**src/rtl/readout_pkg.sv**
```systemverilog
package readout_pkg;

  // Strobes from control to datapath
  typedef struct packed {
    logic load;        // capture job configuration
    logic latch;       // capture memory read data
    logic advance;     // move to next enabled lane of current sample
    logic nextSample;  // step to the next older sample
  } dpCmd_t;

  // Conditions reported by the datapath
  typedef struct packed {
    logic jobEmpty;    // nothing to send for the requested job
    logic hasNext;     // another enabled lane follows the current one
    logic lastSample;  // current sample is the final one of the job
  } dpStat_t;

  typedef enum logic [2:0] {
    ST_IDLE,
    ST_FETCH,
    ST_LATCH,
    ST_SEND,
    ST_FINISH
  } rdState_t;

endpackage

```
**src/rtl/readout_datapath.sv**
```systemverilog
module readout_datapath
  import readout_pkg::*;
#(
  parameter int DATA_W = 32,
  parameter int ADDR_W = 10,
  parameter int CNT_W  = 16
) (
  input  logic                  clk,
  input  logic                  rstN,
  input  dpCmd_t                cmd,
  output dpStat_t               stat,
  input  logic [CNT_W-1:0]      readCount,
  input  logic [DATA_W/8-1:0]   groupOff,
  input  logic [ADDR_W-1:0]     lastAddr,
  input  logic [DATA_W-1:0]     memData,
  output logic [ADDR_W-1:0]     memAddr,
  output logic [7:0]            txData
);

  localparam int GROUPS = DATA_W / 8;
  localparam int GIDX_W = (GROUPS > 1) ? $clog2(GROUPS) : 1;
  localparam int REM_W  = CNT_W + 2;

  logic [DATA_W-1:0] sampleQ;
  logic [GROUPS-1:0] grpEnQ;
  logic [GIDX_W-1:0] grpIdxQ;
  logic [ADDR_W-1:0] addrQ;
  logic [REM_W-1:0]  remQ;

  logic [GIDX_W-1:0] firstIdx;
  logic [GIDX_W-1:0] nextIdx;
  logic              hasNext;

  // Lane slicing of the held sample
  logic [7:0] lanes [GROUPS];
  for (genvar g = 0; g < GROUPS; g++) begin : gLane
    assign lanes[g] = sampleQ[g*8 +: 8];
  end

  // Lowest enabled lane
  always_comb begin
    firstIdx = '0;
    for (int g = GROUPS - 1; g >= 0; g--) begin
      if (grpEnQ[g]) firstIdx = GIDX_W'(g);
    end
  end

  // Lowest enabled lane above the current one
  always_comb begin
    nextIdx = grpIdxQ;
    hasNext = 1'b0;
    for (int g = GROUPS - 1; g >= 0; g--) begin
      if (grpEnQ[g] && (GIDX_W'(g) > grpIdxQ)) begin
        nextIdx = GIDX_W'(g);
        hasNext = 1'b1;
      end
    end
  end

  always_ff @(posedge clk) begin
    if (!rstN) begin
      sampleQ <= '0;
      grpEnQ  <= '0;
      grpIdxQ <= '0;
      addrQ   <= '0;
      remQ    <= '0;
    end else begin
      if (cmd.load) begin
        grpEnQ <= ~groupOff;
        addrQ  <= lastAddr;
        remQ   <= {readCount, 2'b00};
      end
      if (cmd.latch) begin
        sampleQ <= memData;
        grpIdxQ <= firstIdx;
      end
      if (cmd.advance) begin
        grpIdxQ <= nextIdx;
      end
      if (cmd.nextSample) begin
        remQ  <= remQ - REM_W'(1);
        addrQ <= addrQ - ADDR_W'(1);
      end
    end
  end

  assign stat.jobEmpty   = (readCount == '0) || (&groupOff);
  assign stat.hasNext    = hasNext;
  assign stat.lastSample = (remQ == REM_W'(1));

  assign memAddr = addrQ;
  assign txData  = lanes[grpIdxQ];

endmodule

```
**src/rtl/readout_control.sv**
```systemverilog
module readout_control
  import readout_pkg::*;
(
  input  logic    clk,
  input  logic    rstN,
  input  logic    startPulse,
  input  logic    pauseReq,
  input  logic    resumeReq,
  input  logic    txReady,
  input  dpStat_t stat,
  output dpCmd_t  cmd,
  output logic    memRdEn,
  output logic    txValid,
  output logic    done
);

  rdState_t stateQ, stateD;
  logic     pausedQ;
  logic     offeredQ;
  logic     accept;

  // A byte already on offer is kept through a pause
  assign txValid = (stateQ == ST_SEND) && (!pausedQ || offeredQ);
  assign accept  = txValid && txReady;

  always_comb begin
    cmd            = '0;
    cmd.load       = (stateQ == ST_IDLE) && startPulse;
    cmd.latch      = (stateQ == ST_LATCH);
    cmd.advance    = accept && stat.hasNext;
    cmd.nextSample = accept && !stat.hasNext;
  end

  always_comb begin
    stateD = stateQ;
    unique case (stateQ)
      ST_IDLE:   if (startPulse) stateD = stat.jobEmpty ? ST_FINISH : ST_FETCH;
      ST_FETCH:  stateD = ST_LATCH;
      ST_LATCH:  stateD = ST_SEND;
      ST_SEND:   if (accept && !stat.hasNext)
                   stateD = stat.lastSample ? ST_FINISH : ST_FETCH;
      ST_FINISH: stateD = ST_IDLE;
      default:   stateD = ST_IDLE;
    endcase
  end

  always_ff @(posedge clk) begin
    if (!rstN) begin
      stateQ   <= ST_IDLE;
      pausedQ  <= 1'b0;
      offeredQ <= 1'b0;
    end else begin
      stateQ   <= stateD;
      offeredQ <= txValid && !txReady;
      if (resumeReq)     pausedQ <= 1'b0;
      else if (pauseReq) pausedQ <= 1'b1;
    end
  end

  assign memRdEn = (stateQ == ST_FETCH);
  assign done    = (stateQ == ST_FINISH);

endmodule

```
**src/rtl/sample_readout_tx.sv**
```systemverilog
module sample_readout_tx
  import readout_pkg::*;
#(
  parameter int DATA_W = 32,
  parameter int ADDR_W = 10,
  parameter int CNT_W  = 16
) (
  input  logic                clk,
  input  logic                rstN,
  input  logic                startPulse,
  input  logic [CNT_W-1:0]    readCount,
  input  logic [DATA_W/8-1:0] groupOff,
  input  logic [ADDR_W-1:0]   lastAddr,
  input  logic                pauseReq,
  input  logic                resumeReq,
  output logic                memRdEn,
  output logic [ADDR_W-1:0]   memAddr,
  input  logic [DATA_W-1:0]   memData,
  output logic                txValid,
  input  logic                txReady,
  output logic [7:0]          txData,
  output logic                done
);

  dpCmd_t  cmd;
  dpStat_t stat;

  readout_control u_ctrl (
    .clk        (clk),
    .rstN       (rstN),
    .startPulse (startPulse),
    .pauseReq   (pauseReq),
    .resumeReq  (resumeReq),
    .txReady    (txReady),
    .stat       (stat),
    .cmd        (cmd),
    .memRdEn    (memRdEn),
    .txValid    (txValid),
    .done       (done)
  );

  readout_datapath #(
    .DATA_W (DATA_W),
    .ADDR_W (ADDR_W),
    .CNT_W  (CNT_W)
  ) u_dp (
    .clk       (clk),
    .rstN      (rstN),
    .cmd       (cmd),
    .stat      (stat),
    .readCount (readCount),
    .groupOff  (groupOff),
    .lastAddr  (lastAddr),
    .memData   (memData),
    .memAddr   (memAddr),
    .txData    (txData)
  );

endmodule

```
**config.mk**
```make
export PLATFORM = sky130hd
export DESIGN_NAME = sample_readout_tx
export DESIGN_NICKNAME = d
export VERILOG_FILES = /design/src/rtl/readout_pkg.sv /design/src/rtl/readout_datapath.sv /design/src/rtl/readout_control.sv /design/src/rtl/sample_readout_tx.sv
export SDC_FILE = /design/constraint.sdc
export NUM_CORES = 1
export LEC_CHECK = 0
export BUFFER_PORTS_ARGS = -buffer_cell sky130_fd_sc_hd__buf_2
export CORE_ASPECT_RATIO = 1.25
export CORE_MARGIN = 3
export CORE_UTILIZATION = 50
export DETAILED_ROUTE_END_ITERATION = 10
export HOLD_SLACK_MARGIN = 0.12
export PLACE_DENSITY = 0.76
export SYNTH_ARGS = -nofsm -noshare
export SYNTH_HDL_FRONTEND = slang
export SYNTH_SLANG_ARGS = --single-unit
```
**constraint.sdc**
```tcl
create_clock -name clk -period 4.3 [get_ports clk]
set_input_delay 0.645 -clock clk [delete_from_list [all_inputs] [get_ports clk]]
set_output_delay 0.645 -clock clk [all_outputs]
set_load 0.1 [all_outputs]
```
### Word level (Yosys, flattened, before mapping)

Cells that the tools add are included.

* register bits: 71
* latch bits: 0
* RAM bits: 0
* memory bits (read-only): 0
* input port bits: 68
* output and inout bits: 21
* memories kept: 0

* $add $sub $neg: 2
* multipliers: 0
* div/mod/pow operators: 0
* $lt $le $gt $ge: 5
* equal/unequal tests: 8
* shift operators: 0
* mux-type cells: 26
* bitwise gates (word level): 3
* reductions and logical operators: 23

Operator list (number)
* 18-bit 2-to-1 mux: 2
* 10-bit 2-to-1 mux: 2
* 2-bit 2-to-1 mux: 10
* 18-bit by 1-bit == test with 1-bit output (second input constant): 1
* 18-bit by 1-bit subtractor with 18-bit output (second input constant): 1
* 8-bit binary-select mux with 2-bit select: 1
* 16-bit logical NOT: 1
* 8-bit 2-to-1 mux: 2
* 3-bit 2-to-1 mux: 4
* 3-bit case mux with 4 select lines: 1
* 1-bit logical AND: 10
* 10-bit by 1-bit subtractor with 10-bit output (second input constant): 1
* 3-bit by 2-bit == test with 1-bit output (second input constant): 2
* 5-bit by 1-bit != test with 1-bit output (second input constant): 1
* 1-bit by 2-bit > comparator with 1-bit output (first input constant): 2
* 2-bit > comparator (first input constant): 2
* 1-bit 2-to-1 mux: 4
* 2-bit != test (second input constant): 2
* 4-bit inverter: 1
* 2-bit AND reduction: 2
* 4-bit AND reduction: 1
* 2-bit nonzero test: 2
* 3-bit by 1-bit == test with 1-bit output (second input constant): 1
* 3-bit == test (second input constant): 1
* 7 further kinds: 10

### Logic depth before layout (Yosys ltp)

Gate-level depths: netlist of the first run.

* depth after elaboration: 10
* mapped depth: 7
* mapped depth without buffers: 6

### By module

Synthesis of the first run repeated with hierarchy kept, for this count alone.

* cells, all modules: 377
* area, all modules: 3549.7 um2

By module, submodules not included
* readout_datapath: instances 1, cells an instance 346, area each 3244.4 um2, sequential area each 1321.3 um2
* readout_control: instances 1, cells an instance 31, area each 305.3 um2, sequential area each 100.1 um2

### Worst setup path before layout of the first run

OpenSTA, ideal clock, no wires.

* path type: register -> output
* start: register u_ctrl.stateQ[0]
* end: output port memRdEn
* data arrival time: 2.701 ns
* data required time: 3.655 ns
* path slack: 0.954 ns
* cell stages (with the launch flop): 3
* path buffers: 1
* cell sequence: dfxtp_1 > buf_2 > nor3b_1

* word-level cells in the longest chain between the ends: 1

RTL lines
* start: declaration: RTL line readout_control.sv:17 `rdState_t stateQ, stateD;`
* start signal: assignment: RTL line readout_control.sv:53 `stateQ <= stateD;`
* 3-bit by 1-bit == test with 1-bit output: RTL line readout_control.sv:60 `assign memRdEn = (stateQ == ST_FETCH);`
* end: declaration: RTL line sample_readout_tx.sv:16 `output logic memRdEn,`

Every way passes these cells.

### Final worst setup path of the first run

* start: register u_dp.grpIdxQ[1]
* end: register u_dp.addrQ[7], in the netlist u_dp.memAddr[7]

* word-level cells in the longest chain between the ends: 9
* elaborated cells between the ends (all ways): 16

RTL lines
* start: declaration: RTL line readout_datapath.sv:26 `logic [GIDX_W-1:0] grpIdxQ;`
* start signal: assignment: RTL line readout_datapath.sv:75 `grpIdxQ <= firstIdx;`
* start signal: assignment: RTL line readout_datapath.sv:78 `grpIdxQ <= nextIdx;`
* 2-bit > comparator: RTL line readout_datapath.sv:53 `if (grpEnQ[g] && (GIDX_W'(g) > grpIdxQ)) begin`
* 1-bit logical AND: RTL line readout_datapath.sv:53
* 1-bit 2-to-1 mux (3 in series): RTL line readout_datapath.sv:53
* 1-bit 2-to-1 mux (*): RTL line readout_datapath.sv:53
* 1-bit logical NOT (*): RTL line readout_control.sv:31 `cmd.nextSample = accept && !stat.hasNext;`
* 1-bit logical AND (*): RTL line readout_control.sv:31
* 10-bit 2-to-1 mux or 2-bit nonzero test (tied branches)
* end signal: assignment: RTL line readout_datapath.sv:70 `addrQ <= lastAddr;`
* end signal: assignment: RTL line readout_datapath.sv:82 `addrQ <= addrQ - ADDR_W'(1);`
* end: declaration: RTL line readout_datapath.sv:27 `logic [ADDR_W-1:0] addrQ;`

Every way passes the cells marked *; elsewhere a longest branch is shown, timed or not.
A chain may end at the register's enable or synchronous reset.

==> results of run 1 <==
power by group:
part | switching [W] | internal [W] | total [W]
Combinational | 0.000261 | 0.000129 | 0.000390
Sequential | 0.0000462 | 0.000702 | 0.000748
Clock | 0.000247 | 0.000343 | 0.000590
Total | 0.000555 | 0.00117 | 0.00173
routing by layer:
metal / vias up / wire (um) / track usage, % / part of all wire, %
met2: 126 / 4280 / 37.4 / 49
met4: 0 / 167 / 9.10 / 1.9
li1: 1645 / - / - / -
met1: 1519 / 3800 / 28.1 / 43
met3: 17 / 562 / 4.84 / 6.4
met5: - / 0 / 0 / 0
area by class of cell:
class                   count  area share [%]
multi-input cells         305            45.9
flip-flops and latches     71            34.4
repair buffers             90            11.0
clock buffers              11            3.42
well taps                  87            2.63
clock inverters             5            1.97
inverters                   8           0.726
cells in the mapped netlist (all sizes together), types with 7 or more instances:
master	count	share of area, %
nand2	90	9.8
dfxtp	71	41
a21oi	53	7.7
clkbuf	21	2.3
nor2	21	2.4
nor3	12	2.2
nor4	9	1.8
o211ai	9	2.0
inv	8	0.87
mux4	8	5.2
nand3	8	1.2
a211oi	7	1.7
registers in the layout (all words and copies together) (netlist names):
signal           count
u_dp.remQ           18
u_ctrl.pausedQ       1
u_ctrl.stateQ        3
u_dp.memAddr        10
u_dp.sampleQ        32
u_dp.grpEnQ          4
u_ctrl.offeredQ      1
u_dp.grpIdxQ         2
tightest hold or removal path, cell delays in order, from the launching register on:
cell	delay [ps]
dfxtp_1	310
nand2_1	50
a21oi_1	50
cells by family after synthesis:
logic type	share of synthesized area (%)
flip-flops	41.4
buffers and inverters	3.82
XOR/XNOR	0.510
AND/OR/NAND/NOR	25.6
adder cells (fa/ha/maj)	1.09
multiplexers	5.24
AO/OA/AOI/OAI	22.4
per-stage QoR:
step	cells	area [um2]	worst slack (ps)	hold WS [ps]	utilization (%)
after detailed placement	561	3910	1640	445	59.2
after global routing	577	4130	1330	451	62.6
after global placement	561	3910	1700	439	59.2
after floorplan	410	3440	954	433	-
after CTS	577	4130	1600	454	62.6
final	577	4130	1660	451	62.6
final timing paths:
check,depth (start not counted),slack (ps),end,startpoint
min,2,450,u_dp.sampleQ[24],u_dp.sampleQ[24]
max,5,1660,u_dp.memAddr[7],u_dp.grpIdxQ[1]
min reg2reg,2,450,u_dp.sampleQ[24],u_dp.sampleQ[24]
max reg2reg,5,1660,u_dp.memAddr[7],u_dp.grpIdxQ[1]
==> impl_metrics.yaml, run 1 <==
setup_path:
  crit_family: "simple AND/OR/NAND/NOR gates"
  critPathMaxStageDelay_ps: 890
  cp-start-kind: "flip-flop"
  end_kind: "flip-flop"
  critPathKind: "reg2reg"
  path_buf_inv: 0
  worstPathRequired_ps: 4550
  crit_chain: "nor2b_1, o21ba_2, nor3_2, o311ai_0, a31oi_1"
  worst-endpoint-arrival_ps: 2890
  crit_fanout: 18
  critical-path-slowest-cell: "nor3_2"
drt:
  post_drt_wl_per_cell_um: 15.3
  dr.pass1.iters: 4
  remaining_drc_errors: 0
  vias: 3307
  drt_iter0_markers: 134
  wirelength_mm: 8.80
  vias_per_cell: 5.73
  drtAntennaViolNets: 0
power_and_ir_drop:
  ir_worst_vdd_mv: 0.217
  p_leak_nw: 1.62
  powerDensity_mw_per_mm2: 418
  power_w: 0.00173
grt:
  grt_pass1_wl_mm: 14.3
  grt_pass1_vias: 3115
  grt_max_degree: 60
  antenna_found_initial: 0
  overflow: 0
  grt_usage_pct: 22.5
logic_synthesis:
  syn_area_mm2: 0.00344
  avgSynthCellArea_um2: 8.38
  synth_cells: 410
  synth_ff_type: "dfxtp_1"
  synthArstFlopShare_pct: 0
  synth-seq-cells: 71
  seq_area_frac_synth_pct: 41.4
  synth_cell_types: 63
  yosys_warnings: 0
  synth_edf_count: 0
  syn_nets: 481
clock_tree:
  cts_tree: "yes"
  post-cts-setup-buffers: 0
  ctsResizeCount: 0
  cts.reportedPaths.clkPinSlew_ps: 80
  insertion_delay_ps: 340
  cts_buffers: 9
  root_buffer: "clkbuf_8"
  cts.htree.levels: 3
  clock_path_buffers: 2
  cts_hold_buf: 0
  clkSinkCount: 71
die:
  die_x_um: 80.2
  start_util_pct: 52.0
  rows: 33
  dieArea_mm2: 0.00791
  die_y_um: 98.7
  ioPinCount: 89
  core_area_mm2: 0.00661
sta:
  setup_violations: 0
  fin_skew_ps: 12.2
  post-route-period-util_pct: 61.4
  grt_setup_unrepaired: "no"
  setup_tns_ps: 0
  worst_pin_slew_ps: 1190
  fin_crit_ps: 2640
  clock.fmax_ghz: 0.379
  hold_violations: 0
  slew_headroom_pct: 20.6
  slew_viol_final: 0
job:
  drv_cap: 0
final_layout:
  multi_input_area_mm2: 0.00190
  nets: 556
  final_cell_mix: "nand2_1 (90), buf_2 (88), dfxtp_1 (71), a21oi_1 (53), nor2_1 (20)"
  num_antenna_cells: 0
  drive_above_1_share_pct: 26.7
  syn2layout_area_growth_pct: 20.3
  fillers: 594
  final_common_cell: "nand2_1"
  layout.area.seq_mm2: 0.00142
placed_design:
  dp_hpwl_mm: 6.14
  globalplace.congestion: 0.887
  port_buffers: 88
run_status:
  status: "finished clean"
worst_hold_path:
  hold_class: "reg2reg"
(Power assumes the default switching activity.)
==> run 2: changes to the inputs <==
==> constraint.sdc (replaced) <==
create_clock -name clk -period 2.5 [get_ports clk]
set_input_delay 0.375 -clock clk [delete_from_list [all_inputs] [get_ports clk]]
set_output_delay 0.375 -clock clk [all_outputs]
set_load 0.1 [all_outputs]
==> impl_metrics.yaml, run 2 (synthesized netlist as in run 1, its figures left out) <==
run_status:
  status: "finished clean"
sta:
  fin_skew_ps: 7.22
  slew_headroom_pct: 67.5
  slew_viol_final: 0
  grt_setup_unrepaired: "no"
  worst_pin_slew_ps: 491
  setup_violations: 0
  hold_violations: 0
  clock.fmax_ghz: 0.456
  post-route-period-util_pct: 87.7
  holdWs_ps: 197
  fin_crit_ps: 2190
  setup_tns_ps: 0
grt:
  top_usage_layer: "met2"
  met1_usage_pct: 27.3
  grt_pass1_wl_mm: 14.6
  grt_pass1_vias: 3291
  antenna_found_initial: 0
  grt_usage_pct: 22.9
  grt_max_degree: 33
  grt_use_met3_pct: 4.57
  use_met2_pct: 40.7
  overflow: 0
worst_hold_path:
  hold_class: "in2reg"
die:
  die_y_um: 98.7
  start_util_pct: 52.0
  die_x_um: 80.2
  ioPinCount: 89
  rows: 33
  dieArea_mm2: 0.00791
  core_area_mm2: 0.00661
placed_design:
  port_buffers: 88
  globalplace.congestion: 0.929
  placed_area_mm2: 0.00401
  dp_hpwl_mm: 6.46
final_layout:
  post-route-util_pct: 63.9
  syn2layout_area_growth_pct: 22.9
  finish.instance_area_mm2: 0.00422
  drive_above_1_share_pct: 28.9
  final_common_cell: "nand2_1"
  regMostFlops: "u_dp.sampleQ"
  num_antenna_cells: 0
  nets: 569
  final_cell_mix: "nand2_1 (90), buf_2 (88), dfxtp_1 (71), a21oi_1 (53), nor2_1 (20)"
  largest_register_ffs: 32
drt:
  drt_iter0_markers: 151
  remaining_drc_errors: 0
  vias_per_cell: 5.78
  wirelength_mm: 8.89
  post_drt_wl_per_cell_um: 15.1
  vias: 3407
  drtAntennaViolNets: 0
  dr.pass1.iters: 5
power_and_ir_drop:
  power_w: 0.00296
  p_clk_share_pct: 33.1
  power.switching_w: 0.000963
  power.share.switching_pct: 32.5
  p_seq_share_pct: 43.2
  p_comb_share_pct: 23.6
  internal-power_w: 0.00200
  powerDensity_mw_per_mm2: 700
  p_leak_nw: 1.68
  ir_worst_vdd_mv: 0.421
setup_path:
  critPathKind: "reg2out"
  end_kind: "output pin"
  worstPathRequired_ps: 2120
  cp-start-kind: "flip-flop"
  worst-endpoint-arrival_ps: 1820
  crit_fanout: 8
clock_tree:
  cts_hold_buf: 0
  cts_tree: "yes"
  insertion_delay_ps: 340
  cts_buffers: 9
  cts.reportedPaths.clkPinSlew_ps: 70
  post-cts-setup-buffers: 0
  root_buffer: "clkbuf_8"
  ctsResizeCount: 0
  clock_path_buffers: 2
  clkSinkCount: 71
  cts.htree.levels: 3
job:
  drv_cap: 0
-- run 2: cell types whose count changed in the layout (fill, tap and decap cells not counted) --
cell | previous run | this run
clkinv_2 | 1 | 2
clkbuf_8 | 10 | 9
nor3b_2 | 0 | 1
clkbuf_1 | 1 | 0
buf_4 | 2 | 15
nor3b_1 | 2 | 1
-- run 2: area by class of cell --
type | count | area (um2)
Clock buffer | 9 | 124
Clock inverter | 6 | 86.3
Fill cell | 587 | 2380
Inverter | 8 | 30.0
Multi-Input combinational cell | 305 | 1900
Sequential cell | 71 | 1420
Tap cell | 87 | 109
Timing Repair Buffer | 103 | 553
-- run 2: power by group through the flow --
stage | registers (W) | clock network, W | logic [W]
3_5_place_dp | 0.00130 | 0 | 0.000695
2_1_floorplan | 0.00137 | 0 | 0.000441
3_3_place_gp | 0.00130 | 0 | 0.000682
6_report | 0.00128 | 0.000980 | 0.000699
4_1_cts | 0.00128 | 0.000993 | 0.000698
5_1_grt | 0.00129 | 0.00104 | 0.000757
-- run 2: stage by stage --
step                setup WS (ps)  std cells
floorplan                     426        410
global placement              491        574
detailed placement            470        574
CTS                           295        589
global route                  237        589
finish                        307        589
-- run 2: worst paths after layout --
check / start / endpoint / slack, ps / cells past startpoint
worst max-delay path: u_dp.grpIdxQ[1] / txData[3] / 310 / 3
worst min-delay path: resumeReq / u_ctrl.pausedQ / 200 / 2
worst max register to register: u_ctrl.stateQ[1] / u_dp.remQ[7] / 450 / 5
worst min register to register: u_dp.sampleQ[31] / u_dp.sampleQ[31] / 450 / 2
-- run 2: worst max-delay path, cell delays in order, from the launching register on --
cell,delay [ps]
dfxtp_1,420
buf_4,240
mux4_2,520
buf_2,310
-- run 2: routing by layer --
layer,vias to the layer above,wire (um)
met1,1581,3630
met3,12,650
li1,1666,-
met4,0,116
met2,148,4500
met5,-,0
